[config.mk]
export PLATFORM = sky130hd
export DESIGN_NAME = altbit_link
export DESIGN_NICKNAME = d
export VERILOG_FILES = /design/src/rtl/altbit_pkg.sv /design/src/rtl/altbit_chan.sv /design/src/rtl/altbit_tx.sv /design/src/rtl/altbit_rx.sv /design/src/rtl/altbit_link.sv
export SDC_FILE = /design/constraint.sdc
export NUM_CORES = 1
export LEC_CHECK = 0
export ABC_AREA = 1
export BUFFER_PORTS_ARGS = -buffer_cell sky130_fd_sc_hd__buf_2
export CORE_MARGIN = 2
export CORE_UTILIZATION = 47
export DETAILED_ROUTE_END_ITERATION = 10
export PLACE_DENSITY = 0.74
export SLEW_MARGIN = 25
export SYNTH_ARGS = -nofsm -noshare
export SYNTH_HDL_FRONTEND = slang
export SYNTH_SLANG_ARGS = --single-unit
[constraint.sdc]
create_clock -name clk -period 1.3 [get_ports clk]
set_input_delay 0 -clock clk [delete_from_list [all_inputs] [get_ports clk]]
set_output_delay 0 -clock clk [all_outputs]
set_load 0.1 [all_outputs]
[src/rtl/altbit_pkg.sv]
package altbit_pkg;

  typedef enum logic {
    ST_IDLE = 1'b0,
    ST_WAIT = 1'b1
  } tx_state_e;

  // next tag in the alternating series
  function automatic logic flip_tag(input logic b);
    return ~b;
  endfunction

  // a frame is present and carries the tag we look for
  function automatic logic tag_hit(input logic vld, input logic got, input logic want);
    return vld && (got == want);
  endfunction

endpackage

[src/rtl/altbit_chan.sv]
module altbit_chan #(
  parameter int W = 8
) (
  input  logic         clk,
  input  logic         rst_n,
  input  logic         in_vld,
  input  logic         in_bit,
  input  logic [W-1:0] in_data,
  input  logic         drop,
  input  logic         inj,
  input  logic         inj_bit,
  output logic         out_vld,
  output logic         out_bit,
  output logic [W-1:0] out_data
);

  logic         full_q;
  logic         bit_q;
  logic [W-1:0] data_q;
  logic         live;
  logic         spur;

  assign live     = full_q && !drop;
  assign spur     = inj && !live;
  assign out_vld  = live || spur;
  assign out_bit  = live ? bit_q : inj_bit;
  assign out_data = live ? data_q : {W{inj_bit}};

  always_ff @(posedge clk or negedge rst_n) begin
    if (!rst_n) begin
      full_q <= 1'b0;
      bit_q  <= 1'b0;
      data_q <= '0;
    end else begin
      full_q <= in_vld;
      if (in_vld) begin
        bit_q  <= in_bit;
        data_q <= in_data;
      end
    end
  end


  no_phantom_chk: assert property (@(posedge clk) disable iff (!rst_n)
    (out_vld && !inj) |-> $past(in_vld));


  drop_chk: assert property (@(posedge clk) disable iff (!rst_n)
    (drop && !inj) |-> !out_vld);

endmodule

[src/rtl/altbit_tx.sv]
module altbit_tx
  import altbit_pkg::*;
#(
  parameter int DW      = 8,
  parameter int TIMEOUT = 16
) (
  input  logic          clk,
  input  logic          rst_n,
  input  logic          up_vld,
  input  logic [DW-1:0] up_data,
  output logic          up_rdy,
  input  logic          ack_vld,
  input  logic          ack_bit,
  output logic          tx_vld,
  output logic          tx_bit,
  output logic [DW-1:0] tx_data
);

  localparam int TW = (TIMEOUT > 2) ? $clog2(TIMEOUT) : 1;
  localparam logic [TW-1:0] RELOAD = TW'(TIMEOUT - 1);

  tx_state_e     state_q;
  logic          seq_q;
  logic [DW-1:0] hold_q;
  logic [TW-1:0] tmr_q;

  logic waiting;
  logic up_fire;
  logic ack_hit;
  logic expire;

  assign waiting = (state_q == ST_WAIT);
  assign up_rdy  = !waiting;
  assign up_fire = up_vld && up_rdy;
  assign ack_hit = waiting && tag_hit(ack_vld, ack_bit, seq_q);
  assign expire  = waiting && !ack_hit && (tmr_q == '0);
  assign tx_vld  = up_fire || expire;
  assign tx_bit  = seq_q;
  assign tx_data = up_fire ? up_data : hold_q;

  always_ff @(posedge clk or negedge rst_n) begin
    if (!rst_n) begin
      state_q <= ST_IDLE;
      seq_q   <= 1'b0;
      hold_q  <= '0;
      tmr_q   <= '0;
    end else if (up_fire) begin
      state_q <= ST_WAIT;
      hold_q  <= up_data;
      tmr_q   <= RELOAD;
    end else if (ack_hit) begin
      state_q <= ST_IDLE;
      seq_q   <= flip_tag(seq_q);
    end else if (expire) begin
      tmr_q   <= RELOAD;
    end else if (waiting) begin
      tmr_q   <= tmr_q - 1'b1;
    end
  end

  // cycles since the last frame left, for the pacing check
  logic [TW:0] gap_q;
  always_ff @(posedge clk or negedge rst_n) begin
    if (!rst_n)       gap_q <= '0;
    else if (tx_vld)  gap_q <= '0;
    else if (waiting) gap_q <= gap_q + 1'b1;
  end


  tag_flip_chk: assert property (@(posedge clk) disable iff (!rst_n)
    (seq_q != $past(seq_q)) |-> $past(ack_hit));


  resend_pace_chk: assert property (@(posedge clk) disable iff (!rst_n)
    waiting |-> (gap_q < (TW+1)'(TIMEOUT)));


  foreign_ack_chk: assert property (@(posedge clk) disable iff (!rst_n)
    (waiting && ack_vld && !ack_hit) |=> (!up_rdy && $stable(seq_q)));


  held_word_chk: assert property (@(posedge clk) disable iff (!rst_n)
    (waiting && $past(waiting)) |-> $stable(hold_q));

endmodule

[src/rtl/altbit_rx.sv]
module altbit_rx
  import altbit_pkg::*;
#(
  parameter int DW = 8
) (
  input  logic          clk,
  input  logic          rst_n,
  input  logic          frm_vld,
  input  logic          frm_bit,
  input  logic [DW-1:0] frm_data,
  output logic          dn_vld,
  output logic [DW-1:0] dn_data,
  output logic          ack_snd,
  output logic          ack_sbit
);

  logic exp_q;
  logic fresh;

  assign fresh    = tag_hit(frm_vld, frm_bit, exp_q);
  assign dn_vld   = fresh;
  assign dn_data  = frm_data;
  assign ack_snd  = frm_vld;
  assign ack_sbit = frm_bit;

  always_ff @(posedge clk or negedge rst_n) begin
    if (!rst_n)     exp_q <= 1'b0;
    else if (fresh) exp_q <= flip_tag(exp_q);
  end


  accept_advance_chk: assert property (@(posedge clk) disable iff (!rst_n)
    dn_vld |=> (exp_q != $past(exp_q)));


  repeat_hold_chk: assert property (@(posedge clk) disable iff (!rst_n)
    (frm_vld && !dn_vld) |=> $stable(exp_q));

endmodule

[src/rtl/altbit_link.sv]
module altbit_link #(
  parameter int DW      = 8,
  parameter int TIMEOUT = 16
) (
  input  logic          clk,
  input  logic          rst_n,
  input  logic          up_vld,
  input  logic [DW-1:0] up_data,
  output logic          up_rdy,
  output logic          dn_vld,
  output logic [DW-1:0] dn_data,
  input  logic          drop_d,
  input  logic          inj_d,
  input  logic          inj_d_bit,
  input  logic          drop_a,
  input  logic          inj_a,
  input  logic          inj_a_bit,
  output logic          link_dvld,
  output logic          link_dbit,
  output logic          link_avld,
  output logic          link_abit
);

  logic          tx_vld, tx_bit;
  logic [DW-1:0] tx_data;
  logic [DW-1:0] frm_data;
  logic          ack_snd, ack_sbit;
  logic          ach_bit;
  logic [0:0]    ach_data;

  altbit_tx #(.DW(DW), .TIMEOUT(TIMEOUT)) u_tx (
    .clk(clk), .rst_n(rst_n),
    .up_vld(up_vld), .up_data(up_data), .up_rdy(up_rdy),
    .ack_vld(link_avld), .ack_bit(ach_bit),
    .tx_vld(tx_vld), .tx_bit(tx_bit), .tx_data(tx_data)
  );

  altbit_chan #(.W(DW)) u_dch (
    .clk(clk), .rst_n(rst_n),
    .in_vld(tx_vld), .in_bit(tx_bit), .in_data(tx_data),
    .drop(drop_d), .inj(inj_d), .inj_bit(inj_d_bit),
    .out_vld(link_dvld), .out_bit(link_dbit), .out_data(frm_data)
  );

  altbit_rx #(.DW(DW)) u_rx (
    .clk(clk), .rst_n(rst_n),
    .frm_vld(link_dvld), .frm_bit(link_dbit), .frm_data(frm_data),
    .dn_vld(dn_vld), .dn_data(dn_data),
    .ack_snd(ack_snd), .ack_sbit(ack_sbit)
  );

  altbit_chan #(.W(1)) u_ach (
    .clk(clk), .rst_n(rst_n),
    .in_vld(ack_snd), .in_bit(ack_sbit), .in_data(ack_sbit),
    .drop(drop_a), .inj(inj_a), .inj_bit(inj_a_bit),
    .out_vld(link_avld), .out_bit(ach_bit), .out_data(ach_data)
  );

  assign link_abit = ach_data[0];


  one_side_chk: assert property (@(posedge clk) disable iff (!rst_n)
    !(dn_vld && up_vld && up_rdy && !inj_d));

endmodule

==> impl_metrics.yaml <==
logic_synthesis:
  ys_async_sr_fraction: 1.00
  synth_commonest_cells: "nand2_1 (46), dfrtp_1 (27), inv_1 (26), o21ai_0 (10), o21ai_2 (10)"
  ys_ff_latch: 27
  yosysSeqAreaShare: 0.521
  synth_top_cell_area_share: 0.521
  synth_cells: 151
  synth_warnings: 0
  syn_nets: 169
  syn_area_um2: 1300
  syn_area_per_cell_um2: 8.59
  synth.distinct_cells: 20
  yosys.area.top_type: "dfrtp_1"
  synth.most_common_cell: "nand2_1"
  netlist_top_cells_area: "dfrtp_1 (52%), nand2_1 (13%), inv_1 (7.5%)"
  synth_edf_count: 0
  ys.flop_type: "dfrtp_1"
placed_design:
  place_inst: 221
  place_congestion: 0.773
  io_buffers: 30
  dpl.hpwl_mm: 2.14
sta:
  hold_viol_final: 0
  slew_headroom: 0.584
  fin_crit_sh: 1.21
  fin_tns_setup_ns: -5.34
  fmax_mhz: 637
  drv_slew: 0
  finalSetupViolations: 25
  finalCriticalPeriod_ns: 1.57
  worst_pin_slew_ns: 0.624
  fin_worst_skew_ns: 0.00388
  fin_ws_ns: -0.270
  rsz0062_at_grt: "true"
cells_and_area:
  drive_gt1_frac: 0.544
  instances_no_fill: 248
  nNetsFinal: 236
  diodes: 0
  fillers: 127
  area_growth_pct: 80.9
cts:
  cts_max_level: 1
  clk_path_buf_depth: 2
  clock_latency_ns: 0.33
  clkTransAtPathRegs_ns: 0.15
  root_buffer: "clkbuf_4"
  cts_made_buffers: 3
  cts_tree: "done"
  clkSinkCount: 27
pwr:
  pwr-share-comb: 0.634
  ir_worst_vdd_v: 0.00224
  swShare: 0.505
  internal_power_mw: 2.44
  clkPwrFrac: 0.076
  p_sw_mw: 2.49
  p_per_area_nw_per_um2: 2100
  leakage_nw: 1.16
  p_seq_frac: 0.290
worst_setup_path:
  crit_required_ns: 1.30
  cp-start-kind: "flip-flop"
  r2r_slack_ns: -0.27
  rr_startpoint: "u_tx.tmr_q[0]"
  ff2ff_path_depth: 8
  reg2reg_to: "u_dch.data_q[2]"
  critPathKind: "flip-flop to output port"
  crit_fanout: 3
  arrival_ns: 1.57
  end_kind: "output port"
routing:
  first_pass_iters: 4
  drc: 0
  antenna_left: 0
  wl_mm: 4.29
  wl_per_cell_um: 17.3
  first_iter_violations: 31
  viasPerCell: 5.35
  via_count: 1326
grt:
  antenna_found_initial: 0
  grt_util_all_layers: 0.255
  grt_pass1_wl_mm: 6.32
  grt_pass1_vias: 1387
  grt_max_degree: 28
  gr-total-overflow: 0
outcome:
  violations: "setup timing"
  outcome: "finished, violations left"
min_path:
  hold_class: "input pin to flip-flop"
  hold_end: "u_rx.exp_q"
  min_path_cells: 3
  min-delay-start: "inj_d"
floorplanning:
  dieArea_um2: 3200
  start_util: 0.483
  chipHeight_um: 56.5
  pin_count: 31
  row_count: 19
  die_w_um: 56.5
  fp.coreArea_um2: 2690
run:
  maxCapViolCount: 0
[state kept, by name (all words and copies together), names as in the netlist]
name          count
u_ach.data_q      1
u_ach.full_q      1
u_dch.bit_q       1
u_dch.data_q      8
u_dch.full_q      1
u_rx.exp_q        1
u_tx.hold_q       8
u_tx.state_q      1
u_tx.tmr_q        4
u_tx.tx_bit       1
[worst max-delay path, cell delays in order (launching register included)]
cell and delay [ns]:
dfrtp_1 0.37, inv_2 0.05, nor2_4 0.13, inv_4 0.07, nand2_4 0.08, o21ai_4 0.07
inv_2 0.07, nand2_2 0.06, a21oi_4 0.16, buf_12 0.19
[metrics by stage]
| step | worst slack (ns) | hold slack, ns | utilization | total power [mW] | area [um^2] |
|---|---|---|---|---|---|
| final | -0.270 | 0.0319 | 0.874 | 4.94 | 2350 |
| after global routing | -0.353 | 0.0334 | 0.874 | 5.17 | 2350 |
| after floorplan | -0.608 | -0.296 | - | 3.06 | 1400 |
| after detailed placement | -0.167 | 0.0425 | 0.688 | 3.73 | 1850 |
| after global placement | -0.0297 | 0.0274 | 0.688 | 3.65 | 1850 |
| after CTS | -0.212 | 0.00636 | 0.829 | 4.57 | 2230 |
[metal layers]
metal  vias up  routed length [um]  global-route usage
met1       650                1710               0.326
li1        607                   -                   -
met5         -                   0                   0
met4         0                 135              0.0850
met2        53                2260               0.435
met3        16                 184              0.0438
[power groups by stage]
stage | logic (mW) | clock network [mW] | registers [mW]
4_1_cts | 2.82 | 0.374 | 1.38
2_1_floorplan | 1.69 | 0 | 1.36
3_5_place_dp | 2.34 | 0 | 1.39
6_report | 3.13 | 0.376 | 1.43
5_1_grt | 3.30 | 0.410 | 1.46
3_3_place_gp | 2.27 | 0 | 1.38
[worst max path at each step]
stage                  startpoint         endpoint  slack, ns  depth (start not counted)
finish               u_dch.full_q           dn_vld      -0.27                          9
floorplan            u_dch.full_q           dn_vld      -0.61                          6
CTS                  u_dch.full_q           dn_vld      -0.21                          8
detailed placement  u_tx.tmr_q[0]  u_dch.data_q[3]      -0.17                          8
global route         u_dch.full_q           dn_vld      -0.35                          9
global placement    u_tx.tmr_q[0]  u_dch.data_q[3]      -0.03                          8
[placed cells by master (no fill, tap or decap), types with 2 or more instances in the layout]
cell type      instances
buf_12                15
buf_2                 16
buf_4                 15
buf_6                  4
clkbuf_4               4
dfrtp_1               27
dlygate4sd3_1          9
inv_1                 20
inv_2                  5
inv_4                  2
nand2_1               30
nand2_2                9
nand2_4               11
nand2_8                4
nand3_1                5
nand3_2                4
nand3_4                2
nor3_4                 2
o21ai_2               10
o21ai_4                9
[what timing repair did]
item,CTS,global route
endpoints found under the setup margin,25,28
gates cloned,2,1
hold buffers,9,0
pin swaps,13,17
buffers inserted,6,8
gates resized for setup,39,22
endpoints found under the hold margin,37,0
[final cells by class]
class,count,area (um^2),share of cell area
Multi-Input combinational cell,97,841,0.358
Clock buffer,4,26.3,0.0112
Sequential cell,27,676,0.288
Timing Repair Buffer,61,651,0.277
Tap cell,31,38.8,0.0165
Inverter,28,115,0.0490
[cells by family after synthesis]
| kind of cell | Yosys count | share of synthesized area |
|---|---|---|
| and+or+nand+nor | 67 | 0.231 |
| AOI/OAI and AO/OA | 25 | 0.129 |
| buffers and inverters | 30 | 0.102 |
| DFF | 27 | 0.521 |
| adders and majority gates | 1 | 0.00964 |
| xor gates and xnor gates | 1 | 0.00675 |
No activity file was read; power rests on OpenSTA's default activity.
